### src/rtl/btnrep_pkg.sv
package btnrep_pkg;

    localparam int BTN_W = 6;
    localparam int REP_W = 8;

    typedef enum logic [0:0] {
        ST_SETTLED = 1'b0,
        ST_PENDING = 1'b1
    } rep_state_e;

    // Spread the six buttons into the report byte, leaving bits 7 and 3 at zero.
    function automatic logic [REP_W-1:0] pack_report(input logic [BTN_W-1:0] b);
        return {1'b0, b[5:3], 1'b0, b[2:0]};
    endfunction

endpackage

### src/rtl/btnrep_tick.sv
module btnrep_tick #(
    parameter int TICK_CYCLES = 500000
) (
    input  logic clk,
    input  logic rst_n,
    output logic tick
);
    localparam int CW = (TICK_CYCLES > 2) ? $clog2(TICK_CYCLES) : 1;
    localparam logic [CW-1:0] LAST = CW'(TICK_CYCLES - 1);

    logic [CW-1:0] cnt_q;

    assign tick = (cnt_q == LAST);

    always_ff @(posedge clk) begin
        if (!rst_n)    cnt_q <= '0;
        else if (tick) cnt_q <= '0;
        else           cnt_q <= cnt_q + 1'b1;
    end


    tick_spacing_chk: assert property (@(posedge clk) disable iff (!rst_n)
        tick |=> !tick);


    cnt_range_chk: assert property (@(posedge clk) disable iff (!rst_n)
        cnt_q <= LAST);

endmodule

### src/rtl/btnrep_core.sv
module btnrep_core
    import btnrep_pkg::*;
(
    input  logic             clk,
    input  logic             rst_n,
    input  logic             tick,
    input  logic [BTN_W-1:0] sample,
    input  logic             req_clr,
    output logic [BTN_W-1:0] last_sent,
    output logic             req
);
    rep_state_e       state_q, state_d;
    logic [BTN_W-1:0] prev_q;
    logic [BTN_W-1:0] last_q;
    logic             req_q;
    logic             agree;
    logic             differs;
    logic             fire;

    assign agree   = (sample == prev_q);
    assign differs = (sample != last_q);
    assign fire    = tick && agree && differs;

    // state register together with the data it qualifies
    always_ff @(posedge clk) begin
        if (!rst_n) begin
            state_q <= ST_SETTLED;
            prev_q  <= '0;
            last_q  <= '0;
            req_q   <= 1'b0;
        end else begin
            state_q <= state_d;
            if (tick) prev_q <= sample;
            if (fire) last_q <= sample;
            if (fire)         req_q <= 1'b1;
            else if (req_clr) req_q <= 1'b0;
        end
    end

    // next-state decision
    always_comb begin
        state_d = state_q;
        unique case (state_q)
            ST_SETTLED: begin
                if (tick && differs) state_d = ST_PENDING;   // GO_PENDING
            end
            ST_PENDING: begin
                if (tick) begin
                    if (fire || !differs) state_d = ST_SETTLED; // CONFIRM / REVERT
                    else                  state_d = ST_PENDING; // RETRY
                end
            end
            default: state_d = ST_SETTLED;
        endcase
    end

    assign last_sent = last_q;
    assign req       = req_q;


    off_tick_stable_chk: assert property (@(posedge clk) disable iff (!rst_n)
        !tick |=> $stable(last_q));


    same_pattern_chk: assert property (@(posedge clk) disable iff (!rst_n)
        (tick && sample == last_q) |=> ($stable(last_q) && (req_q == $past(req_q && !req_clr))));


    settled_match_chk: assert property (@(posedge clk) disable iff (!rst_n)
        (state_q == ST_SETTLED) |-> (prev_q == last_q));


    req_hold_chk: assert property (@(posedge clk) disable iff (!rst_n)
        (req_q && !req_clr) |=> req_q);


    set_wins_chk: assert property (@(posedge clk) disable iff (!rst_n)
        (tick && sample == prev_q && sample != last_q && req_clr) |=> req_q);


    single_capture_chk: assert property (@(posedge clk) disable iff (!rst_n)
        (tick && sample != prev_q) |=> $stable(last_q));

endmodule

### src/rtl/btn_change_reporter.sv
module btn_change_reporter
    import btnrep_pkg::*;
#(
    parameter int TICK_CYCLES = 500000
) (
    input  logic             clk,
    input  logic             rst_n,
    input  logic [BTN_W-1:0] btn_raw,
    input  logic             req_clr,
    output logic [REP_W-1:0] report,
    output logic             change_req
);
    logic             tick;
    logic [BTN_W-1:0] last_sent;

    btnrep_tick #(.TICK_CYCLES(TICK_CYCLES)) u_tick (
        .clk   (clk),
        .rst_n (rst_n),
        .tick  (tick)
    );

    btnrep_core u_core (
        .clk       (clk),
        .rst_n     (rst_n),
        .tick      (tick),
        .sample    (btn_raw),
        .req_clr   (req_clr),
        .last_sent (last_sent),
        .req       (change_req)
    );

    assign report = pack_report(last_sent);


    spare_bits_chk: assert property (@(posedge clk) disable iff (!rst_n)
        (report[7] == 1'b0) && (report[3] == 1'b0));

endmodule

### config.mk
export PLATFORM = sky130hd
export DESIGN_NAME = btn_change_reporter
export DESIGN_NICKNAME = d
export VERILOG_FILES = /design/src/rtl/btnrep_pkg.sv /design/src/rtl/btnrep_tick.sv /design/src/rtl/btnrep_core.sv /design/src/rtl/btn_change_reporter.sv
export SDC_FILE = /design/constraint.sdc
export NUM_CORES = 1
export LEC_CHECK = 0
export CAP_MARGIN = 20
export CELL_PAD_IN_SITES_DETAIL_PLACEMENT = 0
export CELL_PAD_IN_SITES_GLOBAL_PLACEMENT = 2
export CORE_ASPECT_RATIO = 0.7
export CORE_MARGIN = 2
export CORE_UTILIZATION = 30
export CTS_CLUSTER_SIZE = 12
export DETAILED_ROUTE_END_ITERATION = 10
export MAX_ROUTING_LAYER = met4
export PLACE_DENSITY = 0.72
export SLEW_MARGIN = 25
export SYNTH_ARGS = -nofsm -noshare
export SYNTH_HDL_FRONTEND = slang
export SYNTH_HIERARCHICAL = 1
export SYNTH_SLANG_ARGS = --single-unit
### constraint.sdc
create_clock -name clk -period 2.8 [get_ports clk]
set_clock_uncertainty 0.1 [all_clocks]
set_input_delay 0.42 -clock clk [delete_from_list [all_inputs] [get_ports clk]]
set_output_delay 0.42 -clock clk [all_outputs]
set_load 0.05 [all_outputs]
==> Implementation_results.wiki <==
{| class="wikitable"
! Metric !! Value
|-
| Initial core utilization || 31.7%
|-
| End of the worst hold path || u_tick/cnt_q[0]
|-
| Max-slew headroom || 55.4%
|-
| Most numerous cell on the critical path || sky130_fd_sc_hd__nand4_1
|-
| Post CTS Setup Buffer Count || 0
|-
| Drc violations || 0
|-
| Data required time of the critical path || 2.91 ns
|-
| Slowest-stage cell, CP || sky130_fd_sc_hd__a211oi_4
|-
| Filler cells || 516
|-
| Cell leakage power || 0.641 nW
|-
| Final critical delay including setup and external delays || 2.51 ns
|-
| Kind of critical path || reg2reg
|-
| Maxcap violations || 0
|-
| Total power divided by cell area || 506 nW/um2
|-
| Cell chain of the critical path || nor4b_1 > nand4_1 > nor4_1 > nand4_1 > a211oi_4 > mux2i_1
|-
| Clock root buffer || sky130_fd_sc_hd__clkbuf_8
|-
| Area growth from synthesis to layout || 21.8%
|-
| Clk pin slew, worst setup/hold paths || 0.07 ns
|-
| Worst-Margin Slew || 0.663 ns
|-
| Fraction of registers with async set or reset after synthesis || 0%
|-
| NumNets Final || 196
|-
| Reg-to-reg critical path startpoint || u_tick/cnt_q[8]
|-
| Depth of the worst register-to-register path || 6
|-
| Horizontal die dimension || 89.9 um
|-
| Global Route Usage Sum || 12.2%
|-
| Antenna violations before repair || 0
|-
| Path type of the worst min-delay path || reg2reg
|-
| Number of flops mapped to enable cells by yosys || 0
|-
| Maximum buffer depth of the clock tree || 2
|-
| Antenna diode count || 0
|-
| Vias in the first global route || 1067
|-
| Number of different library cells in the post-synthesis netlist || 33
|-
| Synthesized area divided by synthesized cell count || 9.33 um2
|-
| RePlAce Congestion || 0.772
|-
| Final setup vio count || 0
|-
| Achievable frequency || 0.398 GHz
|-
| Flip-flop and latch count after synthesis || 32
|-
| Average wire per standard cell || 12.4 um
|-
| Synth warnings || 6
|-
| Critical path data arrival time || 2.62 ns
|-
| Share of the yosys chip area belonging to registers || 41.4%
|-
| Largest stage delay, worst path || 0.48 ns
|-
| # IOs || 18
|-
| Core ar. || 4890 um2
|-
| Chip height || 64.1 um
|-
| Most common flop cell mapped by yosys || sky130_fd_sc_hd__dfxtp_1
|-
| Largest net degree at the start of global routing || 22
|-
| Standard-cell rows || 21
|-
| Cell depth of the worst hold path || 1
|-
| Sort of element at the start of the critical path || flop
|-
| Final-report hold violation count || 0
|-
| Number of H-tree levels || 2
|-
| Final worst path period share || 89.7%
|-
| # port buffers || 15
|-
| Count of nets left with antenna violations after detail routing || 0
|-
| Count of final max-slew check failures || 0
|-
| Via Count || 1165
|-
| CTS sink count || 32
|-
| Flop2flop setup slack || 0.29 ns
|-
| Global-route wire length before repair || 5380 um
|-
| Number of gates resized after cts || 0
|-
| Share of layout cells above drive strength 1 || 10.2%
|-
| TritonCTS clock tree || built
|-
| Critical Path Sink Type || flop
|-
| Post-Synthesis Cells || 166
|-
| Drt initial violations || 78
|-
| Number of buffers added by the clock tree synthesis step || 5
|-
| Die Outline Area || 5760 um2
|-
| Startpoint of the worst hold path || u_tick/cnt_q[0]
|-
| HPWL reported at the end of detailed placement || 2410 um
|-
| Vias per inst || 4.55
|-
| Unrepaired setup endpoints after global routing || false
|-
| Cts hold-fix bufs || 0
|-
| Critical register-to-register path endpoint || u_core/last_sent[5]
|-
| Post-Route WL || 3170 um
|-
| Setup tns final || 0 ns
|-
| Summed instance area of the synthesized netlist || 1550 um2
|-
| Maximum VDD drop || 0.380 mV
|-
| Remaining Overflow, GRT || 0
|-
| Maximum fanout along the worst path || 7
|-
| Pre-antenna DRT Iters || 4
|-
| Run status || finished clean
|-
| Total power draw || 0.000954 W
|-
| Clk Latency, worst-skew pair || 0.28 ns
|}
[routing by layer]
layer	share of wire (%)	global-route usage, %	up-vias
met5	0	-	-
met4	1.6	5.19	0
met3	3.8	3.18	7
met2	40	16.2	23
met1	55	17.3	531
li1	-	-	604
[area by class of cell]
| cell class | instances | area [um2] | share of cell area [%] |
|---|---|---|---|
| well taps | 69 | 86.3 | 4.58 |
| repair buffers | 19 | 180 | 9.55 |
| clock buffers | 5 | 68.8 | 3.65 |
| multi-input cells | 124 | 853 | 45.2 |
| inverters | 4 | 15.0 | 0.796 |
| flip-flops and latches | 32 | 641 | 34.0 |
| clock inverters | 3 | 42.5 | 2.25 |
[power by group]
| part | internal, W | switching, W | leakage, nW | total [W] |
|---|---|---|---|---|
| combinational | 0.0000239 | 0.0000308 | 0.328 | 0.0000546 |
| sequential | 0.000459 | 0.00000493 | 0.258 | 0.000464 |
| clock | 0.000263 | 0.000173 | 0.0541 | 0.000436 |
[layout by cell type, fill, tap and decap left out]
master and count:
sky130_fd_sc_hd__dfxtp_1 32, sky130_fd_sc_hd__nor2_1 19, sky130_fd_sc_hd__xnor2_1 16, sky130_fd_sc_hd__clkdlybuf4s50_1 15, sky130_fd_sc_hd__nand2_1 14, sky130_fd_sc_hd__nand4_1 12, sky130_fd_sc_hd__mux2i_1 12, sky130_fd_sc_hd__xor2_1 11
sky130_fd_sc_hd__nor2b_1 7, sky130_fd_sc_hd__nand3_1 6, sky130_fd_sc_hd__clkbuf_8 5, sky130_fd_sc_hd__buf_4 4, sky130_fd_sc_hd__inv_1 4, sky130_fd_sc_hd__nor4_1 4, sky130_fd_sc_hd__nor3_1 3, sky130_fd_sc_hd__conb_1 2
sky130_fd_sc_hd__and2_1 2, sky130_fd_sc_hd__a21oi_1 2, sky130_fd_sc_hd__clkinvlp_4 1, sky130_fd_sc_hd__bufinv_16 1, sky130_fd_sc_hd__clkinv_2 1, sky130_fd_sc_hd__nor4_2 1, sky130_fd_sc_hd__a211oi_4 1, sky130_fd_sc_hd__o21a_1 1
sky130_fd_sc_hd__nor4b_1 1, sky130_fd_sc_hd__nand4_2 1, sky130_fd_sc_hd__or2_2 1, sky130_fd_sc_hd__o41ai_4 1, sky130_fd_sc_hd__and4_1 1, sky130_fd_sc_hd__or4_4 1, sky130_fd_sc_hd__o21ai_0 1, sky130_fd_sc_hd__or3_1 1
sky130_fd_sc_hd__a31o_2 1, sky130_fd_sc_hd__and3_1 1, sky130_fd_sc_hd__ha_1 1
[cell usage after synthesis (all sizes together), types with 2 or more instances]
library cell | instances | share of area [%]
xnor2 | 16 | 9.0
nor4 | 5 | 2.4
mux2i | 12 | 7.8
dfxtp | 32 | 41
nand2 | 14 | 3.4
clkbuf | 4 | 1.1
a21oi | 2 | 0.65
nor2b | 7 | 2.8
buf | 3 | 1.7
nand3 | 6 | 1.9
nand4 | 13 | 5.7
inv | 4 | 0.97
xor2 | 11 | 6.2
nor2 | 19 | 4.6
nor3 | 3 | 0.97
and2 | 2 | 0.81
[worst max-delay path: cells and delay by family (launching register included)]
kind / cells / cell delay [ns]
and+or+nand+nor: 4 / 1.18
muxes: 1 / 0.25
DFF: 1 / 0.43
AOI/OAI and AO/OA: 1 / 0.48
[how the worst max path moves through the flow]
stage,start,endpoint,slack (ns),cells past startpoint
global placement,u_tick/cnt_q[8],u_core/last_sent[5],0.46,6
detailed placement,u_tick/cnt_q[8],u_core/last_sent[5],0.36,6
global route,u_tick/cnt_q[8],u_core/last_sent[1],0.03,6
floorplan,u_tick/cnt_q[8],u_core/last_sent[0],0.57,7
CTS,u_tick/cnt_q[8],u_core/last_sent[5],0.32,6
finish,u_tick/cnt_q[8],u_core/last_sent[5],0.29,6
[kinds of logic (layout without fill, tap and decap cells)]
kind of cell	count (synthesis)	in the layout	synth area share, %
adder cells (fa/ha/maj)	1	1	0.808
XOR/XNOR	27	27	15.3
flip-flops	32	32	41.4
AND/OR/NAND/NOR	75	75	25.7
other	1	2	0.242
buffers and inverters	11	31	3.80
AO/OA/AOI/OAI	7	7	5.09
multiplexers	12	12	7.75
[through the flow]
stage          utilization (%)  setup WS (ns)  hold WS, ns  std cells  cell area (um2)
6_report                  38.6          0.288        0.385        256             1890
5_1_grt                   38.6         0.0311        0.405        256             1890
4_1_cts                   38.6          0.315        0.390        256             1890
3_5_place_dp              36.3          0.363        0.375        248             1780
3_3_place_gp              36.3          0.456        0.369        248             1780
2_1_floorplan                -          0.571        0.338        167             1550
[sequential cells by signal, indices dropped and copies added, names as in the netlist]
signal	count
u_tick/cnt_q	19
u_core/last_sent	6
u_core/prev_q	6
u_core/req	1
Power figures use the tool's default switching activity.
